## src/rtl/mshr_pkg.sv

```systemverilog
package mshr_pkg;

    typedef enum logic [1:0] {
        STALL_NONE    = 2'd0,
        STALL_FULL    = 2'd1,
        STALL_FRAME   = 2'd2,
        STALL_TARGETS = 2'd3
    } stall_e;

    typedef enum logic [1:0] {
        ACT_IDLE  = 2'd0,
        ACT_ALLOC = 2'd1,
        ACT_MERGE = 2'd2,
        ACT_HOLD  = 2'd3
    } miss_act_e;

    function automatic int unsigned ones32(input logic [31:0] v);
        int unsigned n;
        n = 0;
        for (int i = 0; i < 32; i++) begin
            n = n + int'(v[i]);
        end
        return n;
    endfunction

endpackage

```

## src/rtl/mshr_pick.sv

```systemverilog
module mshr_pick #(
    parameter int N     = 4,
    localparam int IW   = (N > 1) ? $clog2(N) : 1
) (
    input  logic [N-1:0]  vec,
    output logic          found,
    output logic [IW-1:0] idx
);
    always_comb begin
        found = 1'b0;
        idx   = '0;
        for (int i = N - 1; i >= 0; i--) begin
            if (vec[i]) begin
                found = 1'b1;
                idx   = IW'(i);
            end
        end
    end
endmodule

```

## src/rtl/mshr_entry.sv

```systemverilog
module mshr_entry #(
    parameter int ADDR_W  = 26,
    parameter int FRAME_W = 8,
    parameter int ID_W    = 5,
    parameter int TARGETS = 2,
    localparam int TW     = (TARGETS > 1) ? $clog2(TARGETS) : 1
) (
    input  logic                    clk,
    input  logic                    rst,
    input  logic                    alloc,
    input  logic                    merge,
    input  logic                    retire,
    input  logic [ADDR_W-1:0]       in_addr,
    input  logic [FRAME_W-1:0]      in_frame,
    input  logic [ID_W-1:0]         in_id,
    output logic                    vld,
    output logic                    addr_hit,
    output logic                    frame_hit,
    output logic                    tgt_full,
    output logic [ADDR_W-1:0]       q_addr,
    output logic [FRAME_W-1:0]      q_frame,
    output logic [TARGETS*ID_W-1:0] q_ids,
    output logic [TARGETS-1:0]      q_mask
);
    import mshr_pkg::*;

    logic [ID_W-1:0] id_q [TARGETS];
    logic [TW-1:0]   nxt;

    always_comb begin
        nxt = TW'(ones32(32'(q_mask)));
    end

    always_ff @(posedge clk) begin
        if (rst) begin
            vld     <= 1'b0;
            q_mask  <= '0;
            q_addr  <= '0;
            q_frame <= '0;
            for (int k = 0; k < TARGETS; k++) id_q[k] <= '0;
        end else if (retire) begin
            vld    <= 1'b0;
            q_mask <= '0;
        end else if (alloc) begin
            vld     <= 1'b1;
            q_addr  <= in_addr;
            q_frame <= in_frame;
            id_q[0] <= in_id;
            q_mask  <= TARGETS'(1);
        end else if (merge) begin
            id_q[nxt]   <= in_id;
            q_mask[nxt] <= 1'b1;
        end
    end

    genvar g;
    generate
        for (g = 0; g < TARGETS; g++) begin : g_ids
            assign q_ids[g*ID_W +: ID_W] = id_q[g];
        end
    endgenerate

    assign addr_hit  = vld && !retire && (q_addr == in_addr);
    assign frame_hit = vld && !retire && (q_frame == in_frame);
    assign tgt_full  = &q_mask;
endmodule

```

## src/rtl/mshr_file.sv

```systemverilog
module mshr_file #(
    parameter int ENTRIES = 4,
    parameter int ADDR_W  = 26,
    parameter int FRAME_W = 8,
    parameter int ID_W    = 5,
    parameter int TARGETS = 2,
    localparam int IDX_W  = (ENTRIES > 1) ? $clog2(ENTRIES) : 1
) (
    input  logic                    clk,
    input  logic                    rst,
    input  logic                    miss_valid,
    input  logic [ADDR_W-1:0]       miss_addr,
    input  logic [FRAME_W-1:0]      miss_frame,
    input  logic [ID_W-1:0]         miss_id,
    output logic                    miss_accept,
    output logic                    miss_merged,
    output logic                    miss_stall,
    output logic [1:0]              stall_cause,
    output logic [IDX_W-1:0]        miss_slot,
    output logic                    req_valid,
    output logic [ADDR_W-1:0]       req_addr,
    output logic [IDX_W-1:0]        req_slot,
    input  logic                    fill_valid,
    input  logic [IDX_W-1:0]        fill_slot,
    output logic                    done_valid,
    output logic [ADDR_W-1:0]       done_addr,
    output logic [FRAME_W-1:0]      done_frame,
    output logic [TARGETS*ID_W-1:0] done_ids,
    output logic [TARGETS-1:0]      done_mask
);
    import mshr_pkg::*;

    logic [ENTRIES-1:0] vld, ahit, fhit, tfull, retire, alloc, merge;
    logic [ADDR_W-1:0]       e_addr  [ENTRIES];
    logic [FRAME_W-1:0]      e_frame [ENTRIES];
    logic [TARGETS*ID_W-1:0] e_ids   [ENTRIES];
    logic [TARGETS-1:0]      e_mask  [ENTRIES];

    logic             m_found, f_found;
    logic [IDX_W-1:0] m_idx, f_idx;
    miss_act_e        act;
    stall_e           cause;

    always_comb begin
        retire = '0;
        if (fill_valid) retire = vld & (ENTRIES'(1) << fill_slot);
    end

    genvar g;
    generate
        for (g = 0; g < ENTRIES; g++) begin : g_ent
            mshr_entry #(
                .ADDR_W(ADDR_W), .FRAME_W(FRAME_W),
                .ID_W(ID_W), .TARGETS(TARGETS)
            ) u_ent (
                .clk(clk), .rst(rst),
                .alloc(alloc[g]), .merge(merge[g]), .retire(retire[g]),
                .in_addr(miss_addr), .in_frame(miss_frame), .in_id(miss_id),
                .vld(vld[g]), .addr_hit(ahit[g]), .frame_hit(fhit[g]),
                .tgt_full(tfull[g]),
                .q_addr(e_addr[g]), .q_frame(e_frame[g]),
                .q_ids(e_ids[g]), .q_mask(e_mask[g])
            );
        end
    endgenerate

    mshr_pick #(.N(ENTRIES)) u_pick_match (.vec(ahit), .found(m_found), .idx(m_idx));
    mshr_pick #(.N(ENTRIES)) u_pick_free  (.vec(~vld), .found(f_found), .idx(f_idx));

    always_comb begin
        act   = ACT_IDLE;
        cause = STALL_NONE;
        if (miss_valid) begin
            if (m_found) begin
                if (tfull[m_idx]) begin
                    act   = ACT_HOLD;
                    cause = STALL_TARGETS;
                end else begin
                    act = ACT_MERGE;
                end
            end else if (|fhit) begin
                act   = ACT_HOLD;
                cause = STALL_FRAME;
            end else if (!f_found) begin
                act   = ACT_HOLD;
                cause = STALL_FULL;
            end else begin
                act = ACT_ALLOC;
            end
        end
    end

    always_comb begin
        alloc = '0;
        merge = '0;
        if (act == ACT_ALLOC) alloc = ENTRIES'(1) << f_idx;
        if (act == ACT_MERGE) merge = ENTRIES'(1) << m_idx;
    end

    assign miss_accept = (act == ACT_ALLOC) || (act == ACT_MERGE);
    assign miss_merged = (act == ACT_MERGE);
    assign miss_stall  = (act == ACT_HOLD);
    assign stall_cause = cause;
    assign miss_slot   = (act == ACT_MERGE) ? m_idx : f_idx;

    assign req_valid = (act == ACT_ALLOC);
    assign req_addr  = miss_addr;
    assign req_slot  = f_idx;

    assign done_valid = |retire;
    assign done_addr  = e_addr[fill_slot];
    assign done_frame = e_frame[fill_slot];
    assign done_ids   = e_ids[fill_slot];
    assign done_mask  = done_valid ? e_mask[fill_slot] : '0;
endmodule

```

## config.mk

```make
export PLATFORM = sky130hd
export DESIGN_NAME = mshr_file
export DESIGN_NICKNAME = d
export VERILOG_FILES = /design/src/rtl/mshr_pkg.sv /design/src/rtl/mshr_pick.sv /design/src/rtl/mshr_entry.sv /design/src/rtl/mshr_file.sv
export SDC_FILE = /design/constraint.sdc
export NUM_CORES = 1
export LEC_CHECK = 0
export CELL_PAD_IN_SITES_DETAIL_PLACEMENT = 0
export CELL_PAD_IN_SITES_GLOBAL_PLACEMENT = 2
export CORE_MARGIN = 1.5
export CORE_UTILIZATION = 32
export DETAILED_ROUTE_END_ITERATION = 16
export PLACE_DENSITY_LB_ADDON = 0.15
export SYNTH_ARGS = -nofsm -noshare
export SYNTH_HDL_FRONTEND = slang
export SYNTH_SLANG_ARGS = --single-unit
export TNS_END_PERCENT = 5
```

## constraint.sdc

```tcl
create_clock -name clk -period 4.1 [get_ports clk]
set_clock_uncertainty 0.2 [all_clocks]
set_input_delay 0.82 -clock clk [delete_from_list [all_inputs] [get_ports clk]]
set_output_delay 0.82 -clock clk [all_outputs]
set_load 0.02 [all_outputs]
```

==> Yosys cells after proc, flatten, opt, wreduce, memory -nomap -nowiden <==
Memory sizes are Yosys's and may differ from the RTL's.
Cells that the tools add are included.
{ "word_totals": {"regBits": 148, "word_cells": 229, "out_inout_bits": 83, "ram_bits": 40, "in_bits": 45, "memories": 4} }
{ "mem_list": {"columns": ["name", "words", "width", "rd", "rd_ports_with_merged_regs", "wr", "line", "rtl"], "rows": [
  ["g_ent[0].u_ent.id_q", 2, 5, 2, 0, 2, "mshr_entry.sv:27", "logic [ID_W-1:0] id_q [TARGETS];"],
  ["g_ent[1].u_ent.id_q", 2, 5, 2, 0, 2, "mshr_entry.sv:27", null],
  ["g_ent[2].u_ent.id_q", 2, 5, 2, 0, 2, "mshr_entry.sv:27", null],
  ["g_ent[3].u_ent.id_q", 2, 5, 2, 0, 2, "mshr_entry.sv:27", null]
]} }
{ "classes": {"magnitude_cmp": 10, "bitwise": 15, "mux": 115, "n_eq_ne": 11, "reduce_logical": 47, "shift": 3, "n_addsub": 4} }
{ "op_table": {"columns": ["operator", "n"], "rows": [
  ["$eq A26 B26 Y1", 4],
  ["$mux W1", 69],
  ["$bmux W26 S2", 1],
  ["$mux W26", 2],
  ["$mux W2", 20],
  ["$mux W5", 8],
  ["$eq A8 B8 Y1", 4],
  ["$bmux W10 S2", 1],
  ["$mux W10", 2],
  ["$reduce_or A5 Y1", 4],
  ["$bmux W8 S2", 1],
  ["$logic_and A1 B1 Y1", 16],
  ["$mux W8", 2],
  ["$reduce_and A2 Y1", 8],
  ["$mux W4", 3],
  ["$reduce_or A3 Y1", 4],
  ["$shl A1 B2 Y4 const A", 3],
  ["$lt A1 B2 Y1 const B", 4],
  ["$or A2 B2 Y2", 4],
  ["$reduce_bool A2 Y1", 4],
  ["$reduce_or A2 Y1", 4],
  ["$reduce_or A4 Y1", 2],
  ["$add A1 B1 Y1", 4],
  ["$and A4 B4 Y4", 1],
  ["14 further kinds", 30]
]} }

==> Depth between registers and ports, before layout <==
{ "logic_depth": {"word_depth": 24, "ltp_mapped": 15, "mapped_depth_nobuf": 13} }

==> Cells and area by module <==
Synthesis repeated with hierarchy kept, for this count alone.
{ "hier_totals": {"hier_cells": 1116, "area_unflattened_um2": 10114.7} }
{ "by_module_without_submodules": {"columns": ["mod", "seq_area_each_um2", "cells_each", "instances", "area_per_inst_um2"], "rows": [
  ["mshr_entry (g_ent[0].u_ent ...)", 1041.0, 241, 3, 2103.3],
  ["mshr_entry (g_ent[3].u_ent)", 1041.0, 243, 1, 2108.3],
  ["mshr_file", 0.0, 136, 1, 1626.6],
  ["mshr_pick", 0.0, 7, 2, 35.0]
]} }

==> Least setup slack after synthesis <==
OpenSTA, ideal clock, no wires.
{ "synth_timing": {"path_kind": "input -> output", "start": "input port fill_slot[1]", "end": "output port miss_slot[0]", "t_arrival_ps": 3445, "path_buffers": 2, "path_stages": 11, "setup_slack_ps": -365, "required_ps": 3080, "path_cell_list": "buf_4 > or3b_1 > nand2_1 > nor4_4 > and3_1 > nor4_2 > nand2_1 > o21a_1 > ha_1 > clkbuf_1 > o21ai_0"} }
{ "synth_via": {"elab_chain_cells": 17, "elab_cells_between_ends": 36, "cone_classes": "eq/ne (1); shift (1); mux (16); bitwise (1); reduce/logical (17)"} }
{ "synth_rtl": {"columns": ["item", "line", "rtl"], "rows": [
  ["start, declared", "mshr_file.sv:24", "input logic [IDX_W-1:0] fill_slot,"],
  ["$shl A1 B2 Y4 (*)", "mshr_file.sv:46", "if (fill_valid) retire = vld & (ENTRIES'(1) << fill_slot);"],
  ["$and A4 B4 Y4 (*)", "mshr_file.sv:46", null],
  ["$mux W4 (*)", "mshr_file.sv:46", null],
  ["$logic_not A1 Y1", "mshr_entry.sv:63, mshr_entry.sv:64", null],
  ["$logic_and A1 B1 Y1", "mshr_entry.sv:63, mshr_entry.sv:64", null],
  ["$logic_and A1 B1 Y1", "mshr_entry.sv:63", "assign addr_hit = vld && !retire && (q_addr == in_addr);"],
  ["$mux W2 (4 in a row)", "mshr_pick.sv:13", "if (vec[i]) begin"],
  ["$bmux W1 S2", "mshr_file.sv:75", "if (tfull[m_idx]) begin"],
  ["$mux W1 (not written as such)", "mshr_file.sv:75", null],
  ["$mux W1", "mshr_file.sv:75", null],
  ["$mux W2 (*)", "mshr_file.sv:74", "if (m_found) begin"],
  ["$mux W2 (*)", "mshr_file.sv:73", "if (miss_valid) begin"],
  ["$eq A2 B2 Y1 (*)", null, null],
  ["named net miss_merged", "mshr_file.sv:16", "output logic miss_merged,"],
  ["$mux W2 (*)", "mshr_file.sv:104", "assign miss_slot = (act == ACT_MERGE) ? m_idx : f_idx;"],
  ["end, declared", "mshr_file.sv:19", "output logic [IDX_W-1:0] miss_slot,"]
]} }
Mark *: on every way through the listed nets, which the timed path passes. The rest lies on a longest branch. The select of a mux whose other input is x is not followed.

==> Worst setup path in the final report <==
{ "layout_timing": {"start": "input port miss_addr[22]", "end": "output port miss_slot[0]"} }
{ "layout_via": {"elab_chain_cells": 13, "elab_cells_between_ends": 23, "cone_classes": "eq/ne (5); mux (14); reduce/logical (4)"} }
{ "layout_rtl": {"columns": ["item", "line", "rtl"], "rows": [
  ["start, declared", "mshr_file.sv:12", "input logic [ADDR_W-1:0] miss_addr,"],
  ["$eq A26 B26 Y1", "mshr_entry.sv:63", null],
  ["$logic_and A1 B1 Y1", "mshr_entry.sv:63", null],
  ["$mux W2 (4 in a row)", "mshr_pick.sv:13", null],
  ["$bmux W1 S2", "mshr_file.sv:75", null],
  ["$mux W1 (not written as such)", "mshr_file.sv:75", null],
  ["$mux W1", "mshr_file.sv:75", null],
  ["$mux W2", "mshr_file.sv:74", null],
  ["$mux W2", "mshr_file.sv:73", null],
  ["$eq A2 B2 Y1", "mshr_file.sv:104", null],
  ["$mux W2 (*)", "mshr_file.sv:104", null]
]} }
Every way passes the cells marked *; elsewhere a longest branch is shown, timed or not. The select of a mux whose other input is x is not followed.

==> flow_summary.json <==
{
  "grt_setup_unrepaired": "true",
  "multi_input_area_um2": 6310,
  "synthTopCellsByCount": "nand2_1 (216), dfxtp_1 (148), xnor2_1 (108), a21oi_1 (107), nor2_1 (51)",
  "dp_hpwl_um": 24800,
  "rrSetupSlack_ns": 0.36,
  "syn_area_um2": 10400,
  "grt_pass1_vias": 8509,
  "ys_seq_elements": 188,
  "async_flop_share_pct": 0,
  "place_inst": 1693,
  "worstSetupStartpointType": "primary input",
  "wl_met3_um": 1250,
  "p_leak_nw": 5.21,
  "n_fill_cell": 3192,
  "drc": 0,
  "cap_violations": 0,
  "drt-pass1-iter-count": 5,
  "io_pins": 128,
  "hold_end": "g_ent[1].u_ent.q_frame[7]",
  "critical_path_class": "primary input to primary output",
  "die_w_um": 184,
  "nets": 1345,
  "tritoncts": "yes",
  "ant_nets": 0,
  "cts_buffers": 17,
  "grt_usage_pct": 21.4,
  "hold_viol": 0,
  "cts_sinks": 188,
  "vdd_drop_max_mv": 0.257,
  "hold_slack_ns": 0.284,
  "wirelength_um": 35300,
  "area_delta_synth_final_pct": 36.0,
  "mappedNetlistNets": 1153,
  "crit_slowest_cell": "xnor2_1",
  "yosys_warnings": 0,
  "min_path_cells": 2,
  "cp-end-kind": "primary output",
  "power_density_nw_per_um2": 324,
  "instances_no_fill": 1733,
  "synth_edf_count": 40,
  "cp_common_cell": "buf_4",
  "crit_path_max_incr_delay_ns": 0.28,
  "max-slew-margin-rel_pct": 53.1,
  "syn_inst": 1093,
  "tightest_slew_ns": 0.703,
  "hp-class": "register to register",
  "fp.dieH_um": 184,
  "synth_cell_types": 60,
  "antenna_found_initial": 0,
  "initial_core_util_pct": 32.8,
  "cp.arrival_ns": 3.02,
  "grt_pass1_wl_um": 53400,
  "dieArea_um2": 33700,
  "via_count": 8461,
  "final_layout_size_suffix_gt1_share_pct": 29.8,
  "finalCritPeriodShare_pct": 98.6,
  "row_count": 65,
  "path_max_fanout": 3,
  "avgSynthCellArea_um2": 9.56,
  "fmax_mhz": 247,
  "min_from": "g_ent[1].u_ent.q_frame[7]",
  "clock_latency_ns": 0.45,
  "grt_overflow": 0,
  "topRoutingLayerUsed": "met4",
  "period_minus_slack_ns": 4.04,
  "clk_path_buf_depth": 2,
  "synthTopCellsByArea": "dfxtp_1 (28%), edfxtp_1 (11%), mux4_2 (10%)",
  "cts_hold_buf": 0,
  "outcome": "finished clean",
  "ys_seq_area_share_pct": 39.9,
  "place.gp.congestion": 0.824,
  "synth_top_area_share_pct": 28.4,
  "wl_met1_um": 16900,
  "crit-reg2reg-launch": "g_ent[3].u_ent.q_addr[17]",
  "vias_per_cell": 4.88,
  "crit_chain": "buf_2 -> buf_4 -> xnor2_1 -> nand4_1 -> nor3_4 -> buf_4 -> nand3_4 -> mux2i_2 -> o21ai_2 -> ha_4 -> o211ai_1 -> o21ai_4 -> buf_6",
  "n_antenna_cell": 0,
  "grt_max_degree": 60,
  "cts.clk_slew.worst_paths_ns": 0.07,
  "yosysTopAreaCell": "dfxtp_1",
  "cts_max_level": 4,
  "critPathRequiredTime_ns": 3.08,
  "final_max_slew_viol_count": 0,
  "regArea_um2": 4160,
  "ys.flop_type": "dfxtp_1",
  "wl_met2_um": 16600,
  "drt_iter0_drc": 446,
  "cts-root-buf": "clkbuf_16",
  "setup_viol": 0,
  "wl_per_cell_um": 20.3,
  "rr_endpoint": "g_ent[3].u_ent.id_q[1][2]",
  "core_um2": 31900,
  "io_buffer_count": 127,
  "r2r_cells": 16,
  "yosysMostFrequentCell": "nand2_1"
}
-- cells in the final DEF (no fill, tap or decap), types with 11 or more instances in the layout --
cell,n
ha_1,12
nor2_1,48
mux2i_1,39
edfxtp_1,40
mux4_2,47
xnor2_1,70
clkbuf_16,17
clkdlybuf4s50_1,81
buf_4,150
nand4_1,32
buf_6,18
xnor2_2,27
dfxtp_1,148
buf_2,23
inv_1,17
xor2_1,18
and2_1,32
nor2b_1,11
a21oi_1,106
nand2_1,214
xnor2_4,11
-- flip-flops by register name, summed over array words and instances, names as in the netlist --
signal,count
g_ent.u_ent.id_q,40
g_ent.u_ent.vld,4
g_ent.u_ent.q_frame,32
g_ent.u_ent.q_mask,8
g_ent.u_ent.q_addr,104
-- repair_timing --
action                     4_1_cts  5_1_grt
buffers inserted                10        4
setup endpoints to repair      235       64
pin swaps                       47       38
resized for setup              233       80
-- layout make-up --
cell class	instances	area share [%]
clock buffer	17	3.00
clock inverter	15	1.30
inverter	17	0.449
multi-input combinational	772	44.4
sequential	188	29.3
tap	435	3.83
timing repair buffer	289	17.7
-- worst max-delay path: cells and delay by family --
kind            cells  cell delay, ns
buf+inv             4            0.58
simple gates        3            0.51
compound gates      3            0.46
xor+xnor            1            0.28
fa+ha+maj           1            0.20
mux                 1            0.17
-- per-stage QoR --
stage	area (um2)	setup TNS, ns	utilization [%]	worst slack, ns	power (W)
finish	14200	0	44.6	0.0557	0.00460
floorplan	10500	-1.04	-	-0.0840	0.00247
detailed placement	12900	-204.32	40.4	-1.24	0.00281
global placement	12900	-201.91	40.4	-1.24	0.00281
global route	14200	-0.0636	44.6	-0.0486	0.00477
CTS	14000	0	44.1	0.000244	0.00463
-- worst max-delay path by stage --
stage / startpoint / end / slack, ns / cells past startpoint
2_1_floorplan: miss_addr[2] / g_ent[0].u_ent.id_q[0][0] / -0.08 / 15
3_3_place_gp: miss_addr[13] / miss_slot[1] / -1.24 / 12
3_5_place_dp: miss_addr[16] / miss_slot[1] / -1.24 / 13
4_1_cts: miss_addr[4] / miss_slot[0] / 0.0002 / 14
5_1_grt: miss_frame[3] / miss_slot[0] / -0.05 / 12
6_report: miss_addr[22] / miss_slot[0] / 0.06 / 13
-- layer usage --
layer  vias to the layer above  GRT usage (%)
li1                       4070              -
met1                      4204           29.8
met2                       158           34.9
met3                        29           3.29
met4                         0           5.02
met5                         -              0
-- report_power, final --
group	switching, W	internal, W	total, W
Sequential	0.0000556	0.00195	0.00200
Combinational	0.000430	0.000393	0.000823
Clock	0.000797	0.000972	0.00177
Total	0.00128	0.00331	0.00460
-- cell families after synthesis --
logic type	after synthesis	synth area share, %
xor gates and xnor gates	136	11.4
and+or+nand+nor	402	18.6
AOI/OAI and AO/OA	131	7.27
buffers and inverters	133	6.91
adders and majority gates	15	1.80
DFF	188	39.9
muxes	88	14.1
No activity file was read; power rests on OpenSTA's default activity.
